===== config.mk =====
export PLATFORM = sky130hd
export DESIGN_NAME = epdma_hs
export DESIGN_NICKNAME = d
export VERILOG_FILES = /design/src/rtl/epdma_pkg.sv /design/src/rtl/epdma_sync.sv /design/src/rtl/epdma_ctrl.sv /design/src/rtl/epdma_bufport.sv /design/src/rtl/epdma_hs.sv
export SDC_FILE = /design/constraint.sdc
export NUM_CORES = 1
export LEC_CHECK = 0
export CORE_ASPECT_RATIO = 1.5
export CORE_MARGIN = 2
export CORE_UTILIZATION = 60
export CTS_CLUSTER_SIZE = 40
export DETAILED_ROUTE_END_ITERATION = 10
export DONT_BUFFER_PORTS = 1
export GPL_ROUTABILITY_DRIVEN = 0
export MAX_ROUTING_LAYER = met4
export PLACE_DENSITY = 0.76
export REMOVE_ABC_BUFFERS = 1
export SETUP_SLACK_MARGIN = 0.15
export SKIP_CTS_REPAIR_TIMING = 1
export SYNTH_ARGS = -nofsm -noshare
export SYNTH_HDL_FRONTEND = slang
export SYNTH_SLANG_ARGS = --single-unit

===== constraint.sdc =====
create_clock -name clk -period 3.25 [get_ports clk]
set_clock_uncertainty 0.2 [all_clocks]
set_input_delay 0.65 -clock clk [delete_from_list [all_inputs] [get_ports clk]]
set_output_delay 0.65 -clock clk [all_outputs]
set_load 0.01 [all_outputs]

===== src/rtl/epdma_pkg.sv =====
package epdma_pkg;
   typedef enum logic [2:0] {
      ST_IDLE,
      ST_HDR,
      ST_XFER,
      ST_WLEN,
      ST_WSTAT
   } epdma_st_e;

   localparam int HDR_STAT_OFS = 0;
   localparam int HDR_LEN_OFS  = 1;
   localparam int PAYLOAD_OFS  = 2;
   localparam int STAT_FULL_BIT = 0;
endpackage


===== src/rtl/epdma_sync.sv =====
module epdma_sync #(
   parameter int          W      = 4,
   parameter int          STAGES = 2,
   parameter logic [W-1:0] INIT  = '1
) (
   input  logic         clk,
   input  logic         rst_n,
   input  logic [W-1:0] d,
   output logic [W-1:0] q
);
   if (STAGES < 2) begin : g_bad_stages
      $error("epdma_sync: STAGES must be at least 2");
   end

   logic [W-1:0] stg [STAGES];

   always_ff @(posedge clk or negedge rst_n) begin
      if (!rst_n) begin
         for (int s = 0; s < STAGES; s++) stg[s] <= INIT;
      end else begin
         stg[0] <= d;
         for (int s = 1; s < STAGES; s++) stg[s] <= stg[s-1];
      end
   end

   assign q = stg[STAGES-1];
endmodule


===== src/rtl/epdma_ctrl.sv =====
module epdma_ctrl
   import epdma_pkg::*;
#(
   parameter int AW  = 6,
   parameter int DW  = 8,
   parameter int CAP = 62
) (
   input  logic          clk,
   input  logic          rst_n,
   input  logic          reg_we,
   input  logic          reg_en,
   input  logic          reg_dir,
   input  logic          reg_burst,
   input  logic          dack_s,
   input  logic          rd_s,
   input  logic          wr_s,
   input  logic          eot_s,
   input  logic [DW-1:0] hdr_len,
   output epdma_st_e     st,
   output logic [AW-1:0] cnt,
   output logic          dir_q,
   output logic          burst_q,
   output logic          en_q,
   output logic          dreq_q,
   output logic          done_q,
   output logic          term_q,
   output logic          mv,
   output logic          eot_hit
);
   localparam logic [AW-1:0] CAP_A = AW'(CAP);
   localparam logic [DW-1:0] CAP_D = DW'(CAP);

   epdma_st_e     st_n;
   logic [AW-1:0] len_q;
   logic [AW-1:0] len_c;
   logic [AW-1:0] lim;
   logic [AW-1:0] cnt_nx;
   logic          strb_s, strb_prev;
   logic          eot_pend;
   logic          in_x, stop, start, fin, endx, len0;

   assign stop   = reg_we && !reg_en;
   assign start  = reg_we && reg_en && (st == ST_IDLE) && !en_q;
   assign in_x   = (st == ST_XFER);
   assign strb_s = dir_q ? wr_s : rd_s;

   assign eot_hit = in_x && !eot_s && !dack_s && (!rd_s || !wr_s);
   assign mv      = in_x && strb_s && !strb_prev && !dack_s;

   assign cnt_nx = cnt + 1'b1;
   assign lim    = dir_q ? CAP_A : len_q;
   assign fin    = mv && (cnt_nx == lim);
   assign endx   = in_x && (stop || fin || (mv && eot_pend));

   assign len_c  = (hdr_len > CAP_D) ? CAP_A : hdr_len[AW-1:0];
   assign len0   = (st == ST_HDR) && (hdr_len == '0);

   always_comb begin
      st_n = st;
      unique case (st)
         ST_IDLE:  if (en_q && !stop) st_n = dir_q ? ST_XFER : ST_HDR;
         ST_HDR:   if (stop || len0) st_n = ST_IDLE;
                   else st_n = ST_XFER;
         ST_XFER:  if (endx) st_n = dir_q ? ST_WLEN : ST_IDLE;
         ST_WLEN:  st_n = ST_WSTAT;
         ST_WSTAT: st_n = ST_IDLE;
         default:  st_n = ST_IDLE;
      endcase
   end

   always_ff @(posedge clk or negedge rst_n) begin
      if (!rst_n) begin
         st        <= ST_IDLE;
         cnt       <= '0;
         len_q     <= '0;
         dir_q     <= 1'b0;
         burst_q   <= 1'b0;
         en_q      <= 1'b0;
         dreq_q    <= 1'b0;
         done_q    <= 1'b0;
         term_q    <= 1'b0;
         eot_pend  <= 1'b0;
         strb_prev <= 1'b1;
      end else begin
         st        <= st_n;
         strb_prev <= strb_s;
         dreq_q    <= in_x && !endx && !eot_pend && !eot_hit && !stop
                      && (burst_q || dack_s);

         if (start) begin
            en_q    <= 1'b1;
            dir_q   <= reg_dir;
            burst_q <= reg_burst;
            done_q  <= 1'b0;
            term_q  <= 1'b0;
            cnt     <= '0;
         end else begin
            if (stop || len0 || endx) en_q <= 1'b0;
            if (mv) cnt <= cnt_nx;
            if ((len0 && !stop) || (fin && !eot_pend && !stop)) done_q <= 1'b1;
            if (mv && eot_pend && !stop) term_q <= 1'b1;
         end

         if (st == ST_HDR) len_q <= len_c;

         if (start || endx) eot_pend <= 1'b0;
         else if (eot_hit)  eot_pend <= 1'b1;
      end
   end
endmodule


===== src/rtl/epdma_bufport.sv =====
module epdma_bufport
   import epdma_pkg::*;
#(
   parameter int AW       = 6,
   parameter int DW       = 8,
   parameter bit DOUT_REG = 1'b0
) (
   input  logic          clk,
   input  logic          rst_n,
   input  epdma_st_e     st,
   input  logic [AW-1:0] cnt,
   input  logic          dir_q,
   input  logic          mv,
   input  logic [DW-1:0] dma_din,
   input  logic [DW-1:0] buf_rdata,
   output logic [AW-1:0] buf_addr,
   output logic          buf_we,
   output logic [DW-1:0] buf_wdata,
   output logic [DW-1:0] dma_dout
);
   localparam logic [AW-1:0] A_STAT = AW'(HDR_STAT_OFS);
   localparam logic [AW-1:0] A_LEN  = AW'(HDR_LEN_OFS);
   localparam logic [AW-1:0] A_DATA = AW'(PAYLOAD_OFS);
   localparam logic [DW-1:0] STAT_V = DW'(1) << STAT_FULL_BIT;

   logic [DW-1:0] dout_c;

   always_comb begin
      buf_addr  = A_DATA + cnt;
      buf_we    = 1'b0;
      buf_wdata = dma_din;
      unique case (st)
         ST_HDR:   buf_addr = A_LEN;
         ST_XFER:  buf_we   = dir_q && mv;
         ST_WLEN:  begin
            buf_addr  = A_LEN;
            buf_we    = 1'b1;
            buf_wdata = DW'(cnt);
         end
         ST_WSTAT: begin
            buf_addr  = A_STAT;
            buf_we    = 1'b1;
            buf_wdata = STAT_V;
         end
         default:  buf_addr = A_DATA + cnt;
      endcase
   end

   assign dout_c = ((st == ST_XFER) && !dir_q) ? buf_rdata : '0;

   if (DOUT_REG) begin : g_dout_reg
      logic [DW-1:0] dout_q;
      always_ff @(posedge clk or negedge rst_n) begin
         if (!rst_n) dout_q <= '0;
         else        dout_q <= dout_c;
      end
      assign dma_dout = dout_q;
   end else begin : g_dout_comb
      assign dma_dout = dout_c;
   end
endmodule


===== src/rtl/epdma_hs.sv =====
module epdma_hs
   import epdma_pkg::*;
#(
   parameter int DEPTH       = 64,
   parameter int DW          = 8,
   parameter int SYNC_STAGES = 2,
   parameter bit DOUT_REG    = 1'b0,
   localparam int AW  = $clog2(DEPTH),
   localparam int CAP = DEPTH - PAYLOAD_OFS
) (
   input  logic          clk,
   input  logic          rst_n,
   input  logic          reg_we,
   input  logic          reg_en,
   input  logic          reg_dir,
   input  logic          reg_burst,
   output logic          en_o,
   output logic          done_o,
   output logic          term_o,
   output logic [AW-1:0] byte_cnt,
   output logic          dreq,
   input  logic          dack_n,
   input  logic          rd_n,
   input  logic          wr_n,
   input  logic          eot_n,
   input  logic [DW-1:0] dma_din,
   output logic [DW-1:0] dma_dout,
   output logic [AW-1:0] buf_addr,
   output logic          buf_we,
   output logic [DW-1:0] buf_wdata,
   input  logic [DW-1:0] buf_rdata
);
   if (DEPTH < 4 || (DEPTH & (DEPTH - 1)) != 0) begin : g_bad_depth
      $error("epdma_hs: DEPTH must be a power of two, at least 4");
   end
   if (CAP >= (2 ** DW)) begin : g_bad_dw
      $error("epdma_hs: payload capacity does not fit the length byte");
   end

   logic [3:0] hs_s;
   logic       dack_s, rd_s, wr_s, eot_s;
   epdma_st_e  st;
   logic       dir_q, burst_q, mv, eot_hit;

   epdma_sync #(.W(4), .STAGES(SYNC_STAGES), .INIT(4'hF)) u_sync (
      .clk   (clk),
      .rst_n (rst_n),
      .d     ({dack_n, rd_n, wr_n, eot_n}),
      .q     (hs_s)
   );
   assign {dack_s, rd_s, wr_s, eot_s} = hs_s;

   epdma_ctrl #(.AW(AW), .DW(DW), .CAP(CAP)) u_ctrl (
      .clk       (clk),
      .rst_n     (rst_n),
      .reg_we    (reg_we),
      .reg_en    (reg_en),
      .reg_dir   (reg_dir),
      .reg_burst (reg_burst),
      .dack_s    (dack_s),
      .rd_s      (rd_s),
      .wr_s      (wr_s),
      .eot_s     (eot_s),
      .hdr_len   (buf_rdata),
      .st        (st),
      .cnt       (byte_cnt),
      .dir_q     (dir_q),
      .burst_q   (burst_q),
      .en_q      (en_o),
      .dreq_q    (dreq),
      .done_q    (done_o),
      .term_q    (term_o),
      .mv        (mv),
      .eot_hit   (eot_hit)
   );

   epdma_bufport #(.AW(AW), .DW(DW), .DOUT_REG(DOUT_REG)) u_buf (
      .clk       (clk),
      .rst_n     (rst_n),
      .st        (st),
      .cnt       (byte_cnt),
      .dir_q     (dir_q),
      .mv        (mv),
      .dma_din   (dma_din),
      .buf_rdata (buf_rdata),
      .buf_addr  (buf_addr),
      .buf_we    (buf_we),
      .buf_wdata (buf_wdata),
      .dma_dout  (dma_dout)
   );
endmodule


==> results of run 1 <==
[critical path, delay by kind of cell, from the launching register on]
kind	cells	cell delay (ps)
DFF	1	540
and+or+nand+nor	4	1200
[where the power goes]
| group | internal [mW] | switching (mW) |
|---|---|---|
| registers | 0.516 | 0.231 |
| clock network | 0.306 | 0.141 |
| logic | 0.299 | 0.408 |
[synthesized netlist by cell type, types with 2 or more instances]
cell,n,area share [%]
and3_1,2,0.70
buf_2,2,0.56
or2_2,2,0.70
o22ai_1,6,2.1
or4_1,2,0.84
nor3_1,3,0.84
xnor2_1,6,2.9
nor2_1,30,6.3
mux2_2,3,1.9
dfrtp_1,22,31
nand2b_1,3,1.0
inv_1,5,1.0
dfstp_2,9,13
o21ai_0,12,3.3
nor3b_1,2,0.84
a31oi_1,2,0.70
nor4b_1,2,0.98
clkbuf_1,8,1.7
a21oi_1,16,4.5
nor4_1,2,0.70
o31ai_1,2,0.84
and2_1,11,3.8
ha_1,2,1.4
nand2_1,21,4.4
xor2_1,4,2.0
nand3_1,4,1.1
[layout make-up]
type | count | area [sq um]
Timing Repair Buffer | 5 | 52.55
Clock buffer | 6 | 72.57
Multi-Input combinational cell | 159 | 949.7
Inverter | 5 | 18.77
Sequential cell | 31 | 787.0
Clock inverter | 2 | 60.06
Fill cell | 234 | 893.4
Tap cell | 39 | 48.80
[state kept, by name, summed over array words and instances, names as in the netlist]
register          flops
u_sync.stg            4
u_sync.q              4
u_ctrl.dreq_q         1
u_ctrl.st             3
u_ctrl.term_q         1
u_ctrl.burst_q        1
u_ctrl.dir_q          1
u_ctrl.en_q           1
u_ctrl.cnt            6
u_ctrl.len_q          6
u_ctrl.strb_prev      1
u_ctrl.eot_pend       1
u_ctrl.done_q         1
[stage by stage]
step           hold WS (ps)  worst slack, ps  instance area, sq um
2_1_floorplan         145.2            808.4                  1755
3_3_place_gp          145.7            668.7                  1819
3_5_place_dp          146.8            573.0                  1819
4_1_cts              -152.3            260.0                  1952
5_1_grt               148.6            286.0                  1989
6_report              140.5            371.3                  1989
[how the worst max path moves through the flow]
stage,from,endpoint,slack [ps]
after floorplan,u_ctrl.cnt[2],u_ctrl.en_q,810
after global placement,u_ctrl.cnt[1],u_ctrl.en_q,670
after detailed placement,u_ctrl.st[2],buf_we,570
after CTS,u_ctrl.st[2],buf_we,260
after global routing,u_ctrl.st[2],buf_we,290
final,u_ctrl.st[2],buf_we,370
[layer usage]
| metal | global-route usage, % | vias to the layer above |
|---|---|---|
| li1 | - | 722 |
| met1 | 27.06 | 724 |
| met2 | 42.47 | 84 |
| met3 | 6.118 | 10 |
| met4 | 10.79 | 0 |
| met5 | - | - |
[logic make-up (layout without fill, tap and decap cells)]
| group | Yosys count | count (layout) | synth area share, % |
|---|---|---|---|
| AND/OR/NAND/NOR | 95 | 95 | 27.67 |
| AO/OA/AOI/OAI | 48 | 48 | 16.52 |
| flip-flops | 31 | 31 | 43.83 |
| buffers and inverters | 15 | 18 | 3.275 |
| XOR/XNOR | 10 | 10 | 4.878 |
| multiplexers | 4 | 4 | 2.439 |
| adder cells (fa/ha/maj) | 2 | 2 | 1.394 |
[placed cells by master (no fill, tap or decap), drive strengths merged, types with 3 or more instances in the layout]
| master | instances |
|---|---|
| a21oi | 16 |
| and2 | 13 |
| buf | 4 |
| clkbuf | 6 |
| dfrtp | 22 |
| dfstp | 9 |
| inv | 5 |
| mux2 | 3 |
| nand2 | 22 |
| nand2b | 3 |
| nand3 | 4 |
| nor2 | 30 |
| nor3 | 3 |
| nor4 | 3 |
| o21ai | 12 |
| o22ai | 6 |
| xnor2 | 6 |
| xor2 | 4 |
==> impl_metrics.json, run 1 <==
{
  "final_nets": 235,
  "core_sq_um": 2883,
  "power.total_mw": 1.902,
  "crit_path_max_fanout": 15,
  "tritoncts": "built",
  "clkLatencyLatePin_ps": 290,
  "grt.overflow.total": 0,
  "routed-wl-met2_um": 2050,
  "globalRouteTotalUtil_pct": 24.78,
  "detailedRoute.firstIterationViolations": 54,
  "avgSynthCellArea_sq_um": 8.758,
  "top_level_ports": 59,
  "routed_via_density": 6.235,
  "cp_slowest_cell": "or3b_1",
  "slew_violations": 0,
  "worstPathRequired_ps": 2400,
  "detail_route.wl_per_cell_um": 16.11,
  "irDropWorstVdd_mv": 0.6409,
  "netlist_instances": 205,
  "hold_class": "flip-flop to flip-flop",
  "whs_path_depth": 0,
  "die_y_um": 71,
  "detailroute.via_count": 1540,
  "dpl.hpwl_um": 2876,
  "warning_count_from_the_yosys_run": 0,
  "numPortBuffers": 0,
  "worst_slew_pin_slew_ps": 496.7,
  "die_area_sq_um": 3455,
  "arrival_ps": 2030,
  "clock_path_buffers": 2,
  "asyncSetResetFlopFracSynth_pct": 100.0,
  "final_layout_size_suffix_gt1_share_pct": 15.38,
  "topRoutingLayerUsed": "met4",
  "totalNegativeSetupSlack_ps": 0,
  "internal_reg_to_reg_setup_slack_ps": 530,
  "post-place-cells": 236,
  "antenna_found_initial": 0,
  "setup.worst_path.class": "flip-flop to output pin",
  "worstPathCellList": "or3b_1 > nor4_4 > nand2_1 > nand2_1",
  "hold_path.startpoint": "u_sync.stg[6]",
  "final-instance-count-excl-fill": 247,
  "drtAntennaViolNets": 0,
  "drtPass1Iterations": 4,
  "synth_cell_type_count": 48,
  "min_period_over_period_pct": 88.58,
  "seq_area_frac_synth_pct": 43.83,
  "drv.max_cap_violation_count": 0,
  "power_density_relative_to_cell_area_nw_per_um2": 956.1,
  "grt_first_pass_wirelength_um": 6541,
  "area.growth.synth_to_final_pct": 10.80,
  "initial_utilization_pct": 62.28,
  "setup_violations": 0,
  "floorplan.die.width_um": 48.67,
  "finish.utilization_pct": 69.01,
  "ctsHtreeMaxLevel": 2,
  "wl_met3_um": 301,
  "synth_edf_count": 0,
  "grt_max_degree": 32,
  "launching_element_type_of_the_critical_path": "flip-flop",
  "leakagePower_nw": 0.8351,
  "hold_viol": 0,
  "rr_startpoint": "u_ctrl.st[2]",
  "first_global_vias": 1528,
  "postSynthRegisterBits": 31,
  "holdPathEnd": "u_sync.q[2]",
  "met1Wirelength_um": 1551,
  "number_of_clock_buffers_inserted_by_tritoncts": 5,
  "inserted_diodes": 0,
  "critical_path.max_stage_delay_ps": 560,
  "post-route-min-period_ps": 2879,
  "remaining_drc_errors": 0,
  "run_status": "finished, final reports clean",
  "fmax_mhz": 347.4,
  "setup_repair_after_global_routing_missed_its_margin": "no",
  "synth_top_flop_cell": "dfrtp_1",
  "crit-reg2reg-capture": "u_ctrl.en_q",
  "crit_path_frequent_cell": "nand2_1",
  "slew-limit-headroom_pct": 66.59,
  "ff2ff_path_depth": 6,
  "cts-root-buf": "clkbuf_8",
  "detail_route.wirelength_um": 3979,
  "kind_of_capture_point_of_the_worst_setup_path": "output pin",
  "post_synth_design_cell_area_sq_um": 1795,
  "clkSinkCount": 31,
  "number_of_cell_rows": 24,
  "clk_transition_reported_paths_ps": 70
}
(Power assumes the default switching activity.)
==> run 2, diff against run 1 <==
--- a/config.mk
+++ b/config.mk
@@ -12,6 +12,7 @@
 export DETAILED_ROUTE_END_ITERATION = 10
 export DONT_BUFFER_PORTS = 1
 export GPL_ROUTABILITY_DRIVEN = 0
+export GPL_TIMING_DRIVEN = 1
 export MAX_ROUTING_LAYER = met4
 export PLACE_DENSITY = 0.76
 export REMOVE_ABC_BUFFERS = 1
==> results of run 2 <==
No change in the layout: final DEF, timing and power equal those of run 1.
